==> config.mk <==
export PLATFORM = sky130hd
export DESIGN_NAME = seq_stream_prefetch
export DESIGN_NICKNAME = d
export VERILOG_FILES = /design/src/rtl/sb_pkg.sv /design/src/rtl/sb_fifo.sv /design/src/rtl/sb_fetch.sv /design/src/rtl/seq_stream_prefetch.sv
export SDC_FILE = /design/constraint.sdc
export NUM_CORES = 1
export LEC_CHECK = 0
export ABC_AREA = 1
export BUFFER_PORTS_ARGS = -buffer_cell sky130_fd_sc_hd__buf_2
export CAP_MARGIN = 20
export CORE_UTILIZATION = 53
export CTS_CLUSTER_SIZE = 30
export DETAILED_ROUTE_END_ITERATION = 8
export PLACE_DENSITY = 0.72
export SLEW_MARGIN = 20
export SYNTH_ARGS = -nofsm -noshare
export SYNTH_HDL_FRONTEND = slang
export SYNTH_HIERARCHICAL = 1
export SYNTH_SLANG_ARGS = --single-unit
==> constraint.sdc <==
create_clock -name clk -period 9.16 [get_ports clk]
set_input_delay 1.374 -clock clk [delete_from_list [all_inputs] [get_ports clk]]
set_output_delay 1.374 -clock clk [all_outputs]
set_load 0.05 [all_outputs]
==> src/rtl/sb_pkg.sv <==
package sb_pkg;

    // Stream state of the fetch engine
    typedef enum logic [0:0] {
        SB_COLD      = 1'b0,
        SB_STREAMING = 1'b1
    } sb_mode_e;

endpackage

==> src/rtl/sb_fifo.sv <==
module sb_fifo #(
    parameter int ADDR_W = 16,
    parameter int DATA_W = 32,
    parameter int DEPTH  = 4
) (
    input  logic              clk,
    input  logic              rst_n,
    input  logic              lk_valid,
    input  logic [ADDR_W-1:0] lk_addr,
    output logic              lk_hit,
    output logic [DATA_W-1:0] lk_data,
    output logic              lk_flush,
    input  logic              push_valid,
    input  logic [ADDR_W-1:0] push_addr,
    input  logic [DATA_W-1:0] push_data,
    output logic              fifo_full
);

    localparam int PTR_W = (DEPTH > 1) ? $clog2(DEPTH) : 1;

    typedef struct packed {
        logic [DEPTH-1:0]             vld;
        logic [PTR_W-1:0]             head;
        logic [PTR_W-1:0]             tail;
        logic [DEPTH-1:0][ADDR_W-1:0] tag;
        logic [DEPTH-1:0][DATA_W-1:0] data;
    } fifo_st_t;

    fifo_st_t st_d, st_q;

    function automatic logic [PTR_W-1:0] ptr_inc(input logic [PTR_W-1:0] p);
        return (p == PTR_W'(DEPTH - 1)) ? '0 : p + PTR_W'(1);
    endfunction

    logic head_vld;

    always_comb begin
        head_vld  = st_q.vld[st_q.head];
        lk_hit    = lk_valid && head_vld && (st_q.tag[st_q.head] == lk_addr);
        lk_flush  = lk_valid && !lk_hit;
        lk_data   = st_q.data[st_q.head];
        fifo_full = st_q.vld[st_q.tail];

        st_d = st_q;
        if (lk_flush) begin
            st_d.vld  = '0;
            st_d.head = '0;
            st_d.tail = '0;
        end else begin
            if (lk_hit) begin
                st_d.vld[st_q.head] = 1'b0;
                st_d.head           = ptr_inc(st_q.head);
            end
            if (push_valid) begin
                st_d.vld[st_q.tail]  = 1'b1;
                st_d.tag[st_q.tail]  = push_addr;
                st_d.data[st_q.tail] = push_data;
                st_d.tail            = ptr_inc(st_q.tail);
            end
        end
    end

    always_ff @(posedge clk) begin
        if (!rst_n) begin
            st_q.vld  <= '0;
            st_q.head <= '0;
            st_q.tail <= '0;
            st_q.tag  <= '0;
            st_q.data <= '0;
        end else begin
            st_q <= st_d;
        end
    end

    // A block is never written over a slot that still holds one
    assert_no_overwrite_R7: assert property (@(posedge clk) disable iff (!rst_n)
        push_valid |-> !st_q.vld[st_q.tail]);

    // A hit with nothing arriving leaves one stored block fewer
    assert_pop_frees_R3: assert property (@(posedge clk) disable iff (!rst_n)
        (lk_hit && !push_valid) |=>
            ($countones(st_q.vld) + 1 == $countones($past(st_q.vld))));

endmodule

==> src/rtl/sb_fetch.sv <==
module sb_fetch
    import sb_pkg::*;
#(
    parameter int ADDR_W = 16,
    parameter int GEN_W  = 2
) (
    input  logic              clk,
    input  logic              rst_n,
    input  logic              lk_flush,
    input  logic [ADDR_W-1:0] lk_addr,
    input  logic              fifo_full,
    input  logic              rsp_valid,
    input  logic [GEN_W-1:0]  rsp_tag,
    output logic              mem_req,
    output logic [ADDR_W-1:0] mem_req_addr,
    output logic [GEN_W-1:0]  mem_req_tag,
    output logic              push_valid,
    output logic [ADDR_W-1:0] push_addr
);

    typedef struct packed {
        sb_mode_e          mode;
        logic              outst;
        logic [ADDR_W-1:0] next_addr;
        logic [ADDR_W-1:0] pend_addr;
        logic [GEN_W-1:0]  gen;
    } fetch_st_t;

    fetch_st_t st_d, st_q;

    always_comb begin
        mem_req      = (st_q.mode == SB_STREAMING) && !st_q.outst && !fifo_full && !lk_flush;
        mem_req_addr = st_q.next_addr;
        mem_req_tag  = st_q.gen;
        push_valid   = rsp_valid && st_q.outst && (rsp_tag == st_q.gen) && !lk_flush;
        push_addr    = st_q.pend_addr;

        st_d = st_q;
        if (rsp_valid) begin
            st_d.outst = 1'b0;
        end
        if (mem_req) begin
            st_d.outst     = 1'b1;
            st_d.pend_addr = st_q.next_addr;
            st_d.next_addr = st_q.next_addr + ADDR_W'(1);
        end
        if (lk_flush) begin
            st_d.mode      = SB_STREAMING;
            st_d.gen       = st_q.gen + GEN_W'(1);
            st_d.next_addr = lk_addr + ADDR_W'(1);
        end
    end

    always_ff @(posedge clk) begin
        if (!rst_n) begin
            st_q.mode      <= SB_COLD;
            st_q.outst     <= 1'b0;
            st_q.next_addr <= '0;
            st_q.pend_addr <= '0;
            st_q.gen       <= '0;
        end else begin
            st_q <= st_d;
        end
    end

    // A stored response always matches the block that was asked for last
    assert_push_follows_req_R8: assert property (@(posedge clk) disable iff (!rst_n)
        push_valid |-> (push_addr + ADDR_W'(1) == st_q.next_addr));

endmodule

==> src/rtl/seq_stream_prefetch.sv <==
module seq_stream_prefetch #(
    parameter int ADDR_W = 16,
    parameter int DATA_W = 32,
    parameter int DEPTH  = 4,
    parameter int GEN_W  = 2
) (
    input  logic              clk,
    input  logic              rst_n,
    input  logic              lk_valid,
    input  logic [ADDR_W-1:0] lk_addr,
    output logic              lk_hit,
    output logic [DATA_W-1:0] lk_data,
    output logic              mem_req,
    output logic [ADDR_W-1:0] mem_req_addr,
    output logic [GEN_W-1:0]  mem_req_tag,
    input  logic              mem_rsp_valid,
    input  logic [GEN_W-1:0]  mem_rsp_tag,
    input  logic [DATA_W-1:0] mem_rsp_data
);

    logic              lk_flush;
    logic              fifo_full;
    logic              push_valid;
    logic [ADDR_W-1:0] push_addr;

    sb_fifo #(
        .ADDR_W (ADDR_W),
        .DATA_W (DATA_W),
        .DEPTH  (DEPTH)
    ) u_fifo (
        .clk        (clk),
        .rst_n      (rst_n),
        .lk_valid   (lk_valid),
        .lk_addr    (lk_addr),
        .lk_hit     (lk_hit),
        .lk_data    (lk_data),
        .lk_flush   (lk_flush),
        .push_valid (push_valid),
        .push_addr  (push_addr),
        .push_data  (mem_rsp_data),
        .fifo_full  (fifo_full)
    );

    sb_fetch #(
        .ADDR_W (ADDR_W),
        .GEN_W  (GEN_W)
    ) u_fetch (
        .clk          (clk),
        .rst_n        (rst_n),
        .lk_flush     (lk_flush),
        .lk_addr      (lk_addr),
        .fifo_full    (fifo_full),
        .rsp_valid    (mem_rsp_valid),
        .rsp_tag      (mem_rsp_tag),
        .mem_req      (mem_req),
        .mem_req_addr (mem_req_addr),
        .mem_req_tag  (mem_req_tag),
        .push_valid   (push_valid),
        .push_addr    (push_addr)
    );

    // Request after a restart targets the block following the miss
    assert_restart_addr_R4: assert property (@(posedge clk) disable iff (!rst_n)
        (lk_valid && !lk_hit) |=> (mem_req |-> (mem_req_addr == $past(lk_addr) + ADDR_W'(1))));

    // Requests are separated by at least one response cycle
    assert_no_back_to_back_req_R6: assert property (@(posedge clk) disable iff (!rst_n)
        mem_req |=> !mem_req);

endmodule

Word-level counts from Yosys, hierarchy flattened
Index checks and enable logic that the tools add are counted.
- register bits after elaboration: 236
- input bits: 54
- output and inout port bits: 52
- word-level logic and storage cells: 80
- add/subtract/negate cells: 5
- $lt $le $gt $ge: 4
- eq/ne operators: 4
- mux-type cells: 26
- bitwise logic cells: 5
- reductions and logical operators: 20
- operators with widths (kind ; count):
    $bwmux 128 ; 1
    $bmux 32 s2 ; 1
    $bwmux 64 ; 1
    $demux 32 s2 ; 1
    $mux 32 ; 2
    $mux 16 ; 3
    $mux 33 ; 1
    $add 16x1->16 const B ; 2
    $bmux 16 s2 ; 1
    $demux 16 s2 ; 1
    $eq 16x16->1 ; 1
    $mux 6 ; 2
    $logic_and 1x1->1 ; 11
    $add 2x1->2 const B ; 3
    $lt 2x3->1 const B ; 2
    $reduce_bool 2->1 ; 3
    $mux 1 ; 5
    $and 4x4->4 ; 1
    $bmux 1 s2 ; 2
    $demux 1 s2 ; 2
    $eq 2x2->1 const B ; 2
    $ge 2x1->1 const B ; 2
    $logic_not 1->1 ; 4
    $mux 2 ; 2
    7 further kinds ; 8

Depth between registers and ports, before layout
Gate-level depths: netlist (run 1).
- word-level depth: 10
- depth in mapped cells: 28
- depth with buffers taken out: 20

By module
The synthesis (run 1) kept the hierarchy.
- by module, submodules not included (module ; times used ; cells each ; area each (um^2) ; seq. area each (um^2)):
    sb_fifo ; 1 ; 1558 ; 10319.9 ; 4003.8
    sb_fetch ; 1 ; 358 ; 2348.5 ; 720.7

Least setup slack after synthesis (run 1)
Ideal clock, no wire load.
- path type: input-to-output
- start: in lk_addr[15]
- end: out mem_req
- arrival time: 3.008 ns
- required time: 7.786 ns
- path slack: 4.778 ns
- cell stages on the path: 13
- buffers on the path: 4
- path through: nand3b_1 > nand2_1 > nor2_1 > nand2_1 > nor2_2 > nand3_4 > nand2_8 > buf_6 > buf_6 > inv_1 > buf_4 > nor2_8 > buf_2
- word-level cells in the longest chain between the ends: 6
- ends and longest elaborated chain (what ; line ; text):
    start: declaration ; seq_stream_prefetch.sv:10 ; input logic [ADDR_W-1:0] lk_addr,
    $eq 16x16->1 ; sb_fifo.sv:39 ; lk_hit = lk_valid && head_vld && (st_q.tag[st_q.head] == lk_addr);
    $logic_and 1x1->1 ; sb_fifo.sv:39 ;
    $logic_not 1->1 ; sb_fifo.sv:40 ; lk_flush = lk_valid && !lk_hit;
    $logic_and 1x1->1 ; sb_fifo.sv:40 ;
    named net lk_flush ; seq_stream_prefetch.sv:21 ; logic lk_flush;
    $logic_not 1->1 ; sb_fetch.sv:32 ; mem_req = (st_q.mode == SB_STREAMING) && !st_q.outst && !fifo_full && !lk_flush;
    $logic_and 1x1->1 ; sb_fetch.sv:32 ;
    end: declaration ; seq_stream_prefetch.sv:13 ; output logic mem_req,
The timed path passes the listed nets, and every way through them passes these cells.

Worst setup path in the final report (run 1)
- start: reg u_fifo/st_q[194] (netlist name)
- end: reg u_fifo/st_q[137] (netlist name)
- word-level cells in the longest chain between the ends: 9
- elaborated cells between the ends (all ways): 13
- classes of those cells: 1 x eq/ne; 4 x mux; 1 x bitwise; 7 x reduce/logical
- ends and longest elaborated chain (what ; line ; text):
    start: declaration ; sb_fifo.sv:29 ; fifo_st_t st_d, st_q;
    start signal: assignment ; sb_fifo.sv:71 ; st_q <= st_d;
    $bmux 16 s2 or $bmux 1 s2 (tied branches) ; sb_fifo.sv:39, sb_fifo.sv:38 ;
    $mux 16 (not written as such) or $mux 1 (tied branches) ; sb_fifo.sv:39, sb_fifo.sv:38 ;
    $eq 16x16->1 or $logic_and 1x1->1 (tied branches) ; sb_fifo.sv:39 ;
    $logic_and 1x1->1 * ; sb_fifo.sv:39 ;
    $logic_not 1->1 * ; sb_fifo.sv:40 ;
    $logic_and 1x1->1 * ; sb_fifo.sv:40 ;
    named net lk_flush ; seq_stream_prefetch.sv:21 ;
    $logic_not 1->1 * ; sb_fetch.sv:35 ; push_valid = rsp_valid && st_q.outst && (rsp_tag == st_q.gen) && !lk_flush;
    $logic_and 1x1->1 * ; sb_fetch.sv:35 ;
    named net push_valid ; seq_stream_prefetch.sv:23 ; logic push_valid;
    $reduce_and 2->1 (no source line) * ; -- ;
The timed path passes the listed nets; every way through them passes the cells marked *. The select of a mux whose other input is x is not followed.
A chain may end at the register's enable or synchronous reset.

==> out/metrics.yaml, run 1 <==
track_usage: 0.2636
htreeDepth: 1
stdcell_count: 2217
synth_fp_nets: 1980
rsz0062_at_grt: "false"
port_buffers: 105
path_max_fanout: 155
yosysTopAreaCellShare: 0.3729
setup_tns_ns: 0
initial_core_util: 0.5397
timing.max_cap.violations: 0
clk_pin_slew_worst_paths_ns: 0.06
synth_ff_type: "dfxtp_1"
critPathLaunchType: "flop"
viasPerCell: 5.559
fp.dieW_um: 156.6
hp-class: "reg -> reg"
core_um2: 23470
detail_route.wl_per_cell_um: 14.98
avgSynthCellArea_um2: 6.612
ant_nets: 0
ys_types: 43
muxShareOfSynthArea: 0
leakage_nw: 5.663
fin_crit_ns: 6.674
io_pins: 106
synth_top_family_by_area: "simple AND/OR/NAND/NOR gates"
multiInputGateArea_um2: 6436
area_growth_pct: 5.778
post_cts_resize_count: 0
root_buffer: "clkbuf_16"
hold-worst-slack_ns: 0.4729
end_kind: "flop"
seq_area_frac_synth: 0.3729
grt_pass1_wl_um: 52970
maxSlewHeadroom: 0.2616
critical_path_required_ns: 9.57
hold_viol: 0
path_class: "reg -> reg"
cts_tree: "done"
routed_wl_um: 33210
post-dp-hpwl_um: 19570
synthArstFlopShare: 0
regArea_um2: 4730
synth_simple_gate_area_share: 0.3385
clockBufferDepth: 3
antenna_found_initial: 0
cts_setup_buffers: 0
drv_slew: 0
synthAdderAreaFrac: 0.009877
dieArea_um2: 24530
grt_pass1_vias: 10458
drc: 0
post-route-period-util: 0.7286
arrival_ns: 7.09
drt_iter0_drc: 1188
cts_buffers: 26
netlist_instances: 1916
synth_compound_area_frac: 0.1542
yosys.area.top_type: "dfxtp_1"
cts.sinks: 236
overflow: 0
first_pass_iters: 5
synth_area_um2: 12670
core.rowCount: 56
place_inst: 2172
ctsHoldBuffers: 0
synth-xor-area-share: 0.005531
synth_common_cells: "375 x nand2_1, 334 x nor2_1, 255 x nand3_1, 236 x dfxtp_1, 219 x a21oi_1"
yosysWarningCount: 6
ys_seq_elements: 236
synth-edff-count: 0
nFillCells: 2370
worstMarginPinSlew_ns: 1.106
place_congestion: 0.8769
fin_skew_ns: 0.01037
p_per_area_nw_per_um2: 168.4
setup_viol: 0
synthTopCellsByArea: "dfxtp_1 37%, nand2_1 11%, nand3_1 10%, nor2_1 9.9%, a21oi_1 8.7%"
drive_gt1_frac: 0.09378
grt_max_degree: 233
status: "finished clean"
nets: 1945
die_h_um: 156.6
max-vdd-ir-drop_v: 0.0001156
synth.most_common_cell: "nand2_1"
diodes: 0
clk_latency_ns: 0.52
fmax_mhz: 149.8
vias: 12324
power_mw: 2.256
cells in the final DEF (no fill, tap or decap), types with 12 or more instances in the layout:
master and instances:
a21oi_1 219, nand2_1 375, o21ai_0 100, inv_1 93, nor2_1 334, clkbuf_16 27, dfxtp_1 234, buf_2 104
nand4_1 12, o22ai_1 35, nand3_1 255
layer usage:
metal  global-route usage  up-vias  share of wire
li1                     -     6197              -
met1               0.3614     5696           0.46
met2               0.4288      380           0.46
met3              0.02852       51          0.057
met4              0.09244        0          0.027
met5                    0        -              0
kinds of logic (layout without fill, tap and decap cells):
family | after synthesis | in the layout
adder cells (fa/ha/maj) | 10 | 10
AO/OA/AOI/OAI | 373 | 373
buffers and inverters | 279 | 261
XOR/XNOR | 8 | 8
AND/OR/NAND/NOR | 1010 | 1010
flip-flops | 236 | 236
cell type report:
cell class                 instances  share of cell area
inverter                         100             0.02820
timing repair buffer             116             0.04678
clock buffer                      40             0.05780
tap                              319             0.02979
sequential                       236              0.3529
clock inverter                     5            0.004202
multi-input combinational       1401              0.4803
per-stage QoR:
stage | cell area, um2 | util | setup WS (ns)
finish | 13400 | 0.5709 | 2.486
global route | 13400 | 0.5709 | 1.961
CTS | 13400 | 0.5709 | 2.652
detailed placement | 12570 | 0.5355 | 2.645
global placement | 12570 | 0.5355 | 2.710
floorplan | 12670 | - | 4.778
critical path, cell delays in order, from the launching register on:
cell	delay [ns]
dfxtp_4	0.75
inv_4	0.44
nand2_1	0.16
nand3_1	0.10
nand2_1	0.27
xor2_1	0.17
nand2_1	0.08
nor2_2	0.15
nand3_4	0.14
nand2_8	0.58
inv_1	0.55
inv_1	0.53
nand3_1	0.14
nor3_1	0.61
nand2_1	0.19
inv_2	0.49
buf_4	0.68
nand3_1	0.16
nand2_1	0.11
nor2_1	0.05
state kept, by name, indices dropped and copies added, names as in the netlist:
register and flops:
u_fetch/mem_req_tag 2, u_fetch/st_q 2, u_fetch/mem_req_addr 16, u_fifo/st_q 200, u_fetch/push_addr 16
report_power, final:
part           leakage [nW]  internal [mW]  switching, mW
sequential             1.91           1.04         0.0122
clock                 0.410          0.607          0.417
combinational          3.35         0.0474          0.134
path summary, 6_finish.rpt:
path,endpoint,depth (start not counted),startpoint,slack (ns)
worst min-delay path,u_fifo/st_q[70],2,u_fifo/st_q[70],0.47
worst max-delay path,u_fifo/st_q[137],19,u_fifo/st_q[194],2.49
worst min register to register,u_fifo/st_q[70],2,u_fifo/st_q[70],0.47
worst max register to register,u_fifo/st_q[137],19,u_fifo/st_q[194],2.49
No activity file was read; power rests on OpenSTA's default activity.
==> run 2: changes to the inputs <==
PLACE_DENSITY = 0.75   (was 0.72)
clock period = 5.62 ns   (was 9.16 ns; I/O delays follow)
==> out/metrics.yaml, run 2 (synthesis results as in run 1) <==
arrival_ns: 5.18  # was 7.09 ns
regMostFlops: "u_fifo/st_q"  # unchanged
timing.rr.start: "u_fifo/st_q[194]"  # unchanged
drv_slew: 0  # unchanged
holdPathStages: 2  # unchanged
post_cts_resize_count: 0  # unchanged
root_buffer: "clkbuf_16"  # unchanged
core_um2: 23470  # unchanged
grt_pass1_vias: 10645  # was 10458
reg2reg_slack_ns: 0.87  # was 2.49 ns
swShare: 0.2450  # was 0.2500
drive_gt1_frac: 0.1012  # was 0.09378
dieArea_um2: 24530  # unchanged
die_h_um: 156.6  # unchanged
p_seq_frac: 0.441  # was 0.465
fmax_mhz: 210.5  # was 149.8 MHz
ctsHoldBuffers: 0  # unchanged
fin_crit_ns: 4.751  # was 6.674 ns
ant_nets: 0  # unchanged
clk_pin_slew_worst_paths_ns: 0.06  # about the same
leakage_nw: 5.760  # was 5.663 nW
track_usage: 0.2601  # was 0.2636
rsz0062_at_grt: "false"  # unchanged
cts.sinks: 236  # unchanged
post-route-period-util: 0.8454  # was 0.7286
post-dp-hpwl_um: 19410  # was 19570 um
core.rowCount: 56  # unchanged
hold_viol: 0  # unchanged
clockBufferDepth: 3  # unchanged
hp-class: "reg -> reg"  # unchanged
grt_max_degree: 263  # was 233
min_from: "u_fetch/st_q[35]"  # was u_fifo/st_q[70]
critPathLaunchType: "flop"  # unchanged
critical-path-max-stage-delay_ns: 0.70  # was 0.75 ns
viasPerCell: 5.606  # was 5.559
port_buffers: 105  # unchanged
stdcell_count: 2227  # was 2217
vias: 12485  # was 12324
drt_iter0_drc: 1370  # was 1188
place_congestion: 0.8866  # was 0.8769
initial_core_util: 0.5397  # unchanged
worstMarginPinSlew_ns: 1.116  # was 1.106 ns
place_inst: 2177  # was 2172
end_kind: "flop"  # unchanged
layout_common_cells: "375 x nand2_1, 334 x nor2_1, 255 x nand3_1, 234 x dfxtp_1, 219 x a21oi_1"  # unchanged
final_common_cell: "nand2_1"  # unchanged
maxSlewHeadroom: 0.2557  # was 0.2616
p_int_mw: 2.933  # was 1.692 mW
htreeDepth: 1  # unchanged
setup_tns_ns: 0  # unchanged
grt_pass1_wl_um: 53010  # was 52970 um
path_class: "reg -> reg"  # unchanged
p_sw_mw: 0.9516  # was 0.5641 mW
status: "finished clean"  # unchanged
p_per_area_nw_per_um2: 285.5  # was 168.4 nW/um2
io_pins: 106  # unchanged
ff2ff_path_depth: 21  # was 19
crit_top_cell: "nand2_1"  # unchanged
power_frac_clock: 0.483  # was 0.454
fp.dieW_um: 156.6  # unchanged
first_pass_iters: 6  # was 5
comb_power_share: 0.076  # was 0.081
cts_setup_buffers: 0  # unchanged
overflow: 0  # unchanged
detail_route.wl_per_cell_um: 14.91  # was 14.98 um
timing.max_cap.violations: 0  # unchanged
nets: 1951  # was 1945
area_growth_pct: 7.388  # was 5.778%
whs_endpoint: "u_fetch/st_q[35]"  # was u_fifo/st_q[70]
crit_path_top_delay_cell: "dfxtp_4"  # unchanged
cts_tree: "done"  # unchanged
routed_wl_um: 33200  # was 33210 um
critical_path_required_ns: 6.05  # was 9.57 ns
r2r-end: "u_fifo/st_q[111]"  # was u_fifo/st_q[137]
antenna_found_initial: 0  # unchanged
max-vdd-ir-drop_v: 0.0002018  # was 0.0001156 V
clk_latency_ns: 0.54  # was 0.52 ns
setup_viol: 0  # unchanged
drc: 0  # unchanged
largest_register_ff_count: 200  # unchanged
fin_skew_ns: 0.01246  # was 0.01037 ns
path_max_fanout: 72  # was 155
diodes: 0  # unchanged
path_cells: "inv_4 -> nand2_1 -> nand3_1 -> nand2_1 -> xor2_1 -> nand2_1 -> nor2_2 -> nand3_4 -> nand2_8 -> inv_1 -> buf_4 -> inv_1 -> nand3_1 -> nor3_1 -> buf_4 -> nand2_1 -> inv_2 -> buf_4 -> nand3_1 -> nand2_1 -> nor2_1"  # was inv_4 -> nand2_1 -> nand3_1 -> nand2_1 -> xor2_1 -> nand2_1 -> nor2_2 -> nand3_4 -> nand2_8 -> inv_1 -> inv_1 -> nand3_1 -> nor3_1 -> nand2_1 -> inv_2 -> buf_4 -> nand3_1 -> nand2_1 -> nor2_1
cts_buffers: 27  # was 26
-- run 2: cell count changes in the layout (fill, tap and decap cells not counted), sizes merged --
cell / change
clkinvlp: +2
clkinv: +5
bufinv: +4
buf: +5
clkbuf: -6
-- run 2: layout make-up --
| cell class | instances | area [um2] |
|---|---|---|
| repair buffers | 121 | 705.7 |
| clock buffers | 34 | 742.0 |
| well taps | 319 | 399.1 |
| clock inverters | 16 | 214.0 |
| flip-flops and latches | 236 | 4730 |
| multi-input cells | 1401 | 6436 |
| fillers | 2314 | 9868 |
| inverters | 100 | 377.9 |
-- run 2: worst max path at each step --
stage	cells after the start	start	end	slack, ns
6_report	21	u_fifo/st_q[194]	u_fifo/st_q[111]	0.87
3_3_place_gp	21	u_fifo/st_q[194]	u_fifo/st_q[118]	1.12
3_5_place_dp	21	u_fifo/st_q[194]	u_fifo/st_q[117]	1.03
2_1_floorplan	22	lk_addr[15]	u_fifo/st_q[0]	1.86
4_1_cts	21	u_fifo/st_q[194]	u_fifo/st_q[117]	0.95
5_1_grt	22	u_fifo/st_q[194]	u_fifo/st_q[3]	0.44
-- run 2: routing by layer --
metal / up-vias / part of all wire / GRT usage
li1: 6207 / - / -
met1: 5768 / 0.45 / 0.3581
met2: 451 / 0.46 / 0.4188
met3: 59 / 0.062 / 0.03157
met4: 0 / 0.028 / 0.09104
met5: - / 0 / 0
-- run 2: power groups by stage --
stage,clock network [mW],registers [mW],logic (mW)
2_1_floorplan,0,1.74,0.258
3_3_place_gp,0,1.75,0.289
3_5_place_dp,0,1.75,0.292
4_1_cts,1.90,1.71,0.292
5_1_grt,1.97,1.71,0.326
6_report,1.88,1.71,0.297
-- run 2: through the flow --
stage | setup WS, ns | area, um2 | total power [mW] | util | hold WS [ns]
global route | 0.4375 | 13600 | 4.007 | 0.5796 | 0.4782
finish | 0.8688 | 13600 | 3.884 | 0.5796 | 0.4607
detailed placement | 1.033 | 12640 | 2.039 | 0.5387 | 0.4517
global placement | 1.121 | 12640 | 2.036 | 0.5387 | 0.4483
CTS | 0.9457 | 13600 | 3.907 | 0.5794 | 0.4611
floorplan | 1.864 | 12670 | 1.998 | - | 0.4365
-- run 2: worst max-delay path: cells and delay by family, from the launching register on --
family / cells / cell delay (ns)
buffers and inverters: 7 / 2.04
AND/OR/NAND/NOR: 13 / 1.70
flip-flops: 1 / 0.70
XOR/XNOR: 1 / 0.17
==> run 3: changes to the inputs <==
PLACE_DENSITY = 0.72   (was 0.75)
clock period = 4.9 ns   (was 5.62 ns; I/O delays follow)
==> out/metrics.yaml, run 3 (synthesis results as in run 1) <==
status: "finished clean"  # unchanged
antenna_found_initial: 0  # unchanged
ctsHoldBuffers: 0  # unchanged
fin_crit_ns: 4.261
hp-class: "reg -> reg"  # unchanged
setup_tns_ns: 0  # unchanged
grt_max_degree: 290  # was 263
initial_core_util: 0.5397  # unchanged
die_h_um: 156.6  # unchanged
core.rowCount: 56  # unchanged
regMostFlops: "u_fifo/st_q"  # unchanged
core_um2: 23470  # unchanged
area_growth_pct: 8.000  # was 7.388%
p_per_area_nw_per_um2: 330.4  # was 285.5 nW/um2
leakage_nw: 5.795  # was 5.760 nW
vias: 12323  # was 12485
clockBufferDepth: 3  # unchanged
drt_iter0_drc: 1205  # was 1370
path_class: "reg -> out"  # was reg -> reg
root_buffer: "clkbuf_16"  # unchanged
maxSlewHeadroom: 0.3995  # was 0.2557
cts.sinks: 236  # unchanged
largest_register_ff_count: 200  # unchanged
stdcell_count: 2227  # unchanged
timing.max_cap.violations: 0  # unchanged
hold_viol: 0  # unchanged
post_cts_resize_count: 0  # unchanged
place_congestion: 0.9070  # was 0.8866
cts_buffers: 26  # was 27
critical-path-max-stage-delay_ns: 0.54  # was 0.70 ns
clk_pin_slew_worst_paths_ns: 0.06  # about the same
overflow: 0  # unchanged
first_pass_iters: 5  # was 6
end_kind: "output port"  # was flop
grt_pass1_vias: 10523  # was 10645
fmax_mhz: 234.7
htreeDepth: 1  # unchanged
path_max_fanout: 52  # was 72
nFillCells: 2338  # was 2314
viasPerCell: 5.533  # was 5.606
path_cells: "buf_4 -> nand3_1 -> nand2_1 -> xor2_1 -> nand2_1 -> nor2_2 -> nand3_4 -> nand2_8 -> inv_1 -> buf_4 -> nor2_8 -> buf_2"  # was inv_4 -> nand2_1 -> nand3_1 -> nand2_1 -> xor2_1 -> nand2_1 -> nor2_2 -> nand3_4 -> nand2_8 -> inv_1 -> buf_4 -> inv_1 -> nand3_1 -> nor3_1 -> buf_4 -> nand2_1 -> inv_2 -> buf_4 -> nand3_1 -> nand2_1 -> nor2_1
clk_latency_ns: 0.53  # was 0.54 ns
drive_gt1_frac: 0.1006  # was 0.1012
post-route-period-util: 0.8696
max-vdd-ir-drop_v: 0.0002488  # was 0.0002018 V
post-dp-hpwl_um: 19430  # was 19410 um
final_common_cell: "nand2_1"  # unchanged
multiInputGateArea_um2: 6436  # unchanged
port_buffers: 105  # unchanged
drc: 0  # unchanged
place_inst: 2179  # was 2177
drv_slew: 0  # unchanged
rsz0062_at_grt: "false"  # unchanged
io_pins: 106  # unchanged
ant_nets: 0  # unchanged
worstMarginPinSlew_ns: 0.9007  # was 1.116 ns
arrival_ns: 3.53  # was 5.18 ns
cts_tree: "done"  # unchanged
track_usage: 0.2659  # was 0.2601
cts_setup_buffers: 0  # unchanged
layout_common_cells: "375 x nand2_1, 334 x nor2_1, 255 x nand3_1, 234 x dfxtp_1, 219 x a21oi_1"  # unchanged
crit_path_top_delay_cell: "buf_4"  # was dfxtp_4
detail_route.wl_per_cell_um: 14.95  # was 14.91 um
routed_wl_um: 33300  # was 33200 um
critPathLaunchType: "flop"  # unchanged
dieArea_um2: 24530  # unchanged
grt_pass1_wl_um: 53470  # was 53010 um
fin_skew_ns: 0.01667  # was 0.01246 ns
nets: 1953  # was 1951
setup_viol: 0  # unchanged
regArea_um2: 4730  # unchanged
diodes: 0  # unchanged
fp.dieW_um: 156.6  # unchanged
hold-worst-slack_ns: 0.4735  # was 0.4607 ns
critical_path_required_ns: 4.16  # was 6.05 ns
## run 3: cell count changes in the layout (fill, tap and decap cells not counted), sizes merged
cell      before  now
inv          101  100
clkinv         8    3
clkbuf        34   38
clkinvlp       2    0
bufinv         5    6
buf          121  124
## run 3: through the flow
stage          setup WS (ns)  power [mW]  cell area [um2]  utilization
2_1_floorplan          1.177       2.291            12670            -
3_3_place_gp          0.9214       2.339            12670       0.5399
3_5_place_dp          0.8751       2.343            12670       0.5399
4_1_cts               0.6591       4.548            13650       0.5817
5_1_grt               0.2734       4.673            13680       0.5829
6_report              0.6390       4.520            13680       0.5829
## run 3: worst max-delay path, delay by kind of cell (launching register included)
kind	cells	cell delay (ns)
xor+xnor	1	0.19
flops	1	0.33
buf+inv	4	1.14
simple gates	7	1.32
## run 3: layout make-up
type | count | area share
inverters | 100 | 0.02762
clock inverters | 9 | 0.01427
multi-input cells | 1401 | 0.4704
repair buffers | 124 | 0.05533
clock buffers | 38 | 0.05752
well taps | 319 | 0.02917
flip-flops and latches | 236 | 0.3457
## run 3: worst paths after layout
| check | slack, ns | startpoint | to | cells past startpoint |
|---|---|---|---|---|
| worst max-delay path | 0.64 | u_fifo/st_q[195] | mem_req | 12 |
| worst min-delay path | 0.47 | u_fifo/st_q[57] | u_fifo/st_q[57] | 2 |
| worst max register to register | 0.68 | u_fifo/st_q[195] | u_fifo/st_q[171] | 14 |
| worst min register to register | 0.47 | u_fifo/st_q[57] | u_fifo/st_q[57] | 2 |
## run 3: layer usage
layer | GRT usage | wire length [um]
met3 | 0.03711 | 2251
met2 | 0.4343 | 15660
met5 | 0 | 0
met4 | 0.06256 | 480
met1 | 0.3694 | 14910
## run 3: where the power goes
group	switching (mW)	internal, mW	total (mW)
clock network	0.790	1.42	2.21
registers	0.0229	1.94	1.96
logic	0.253	0.0921	0.345
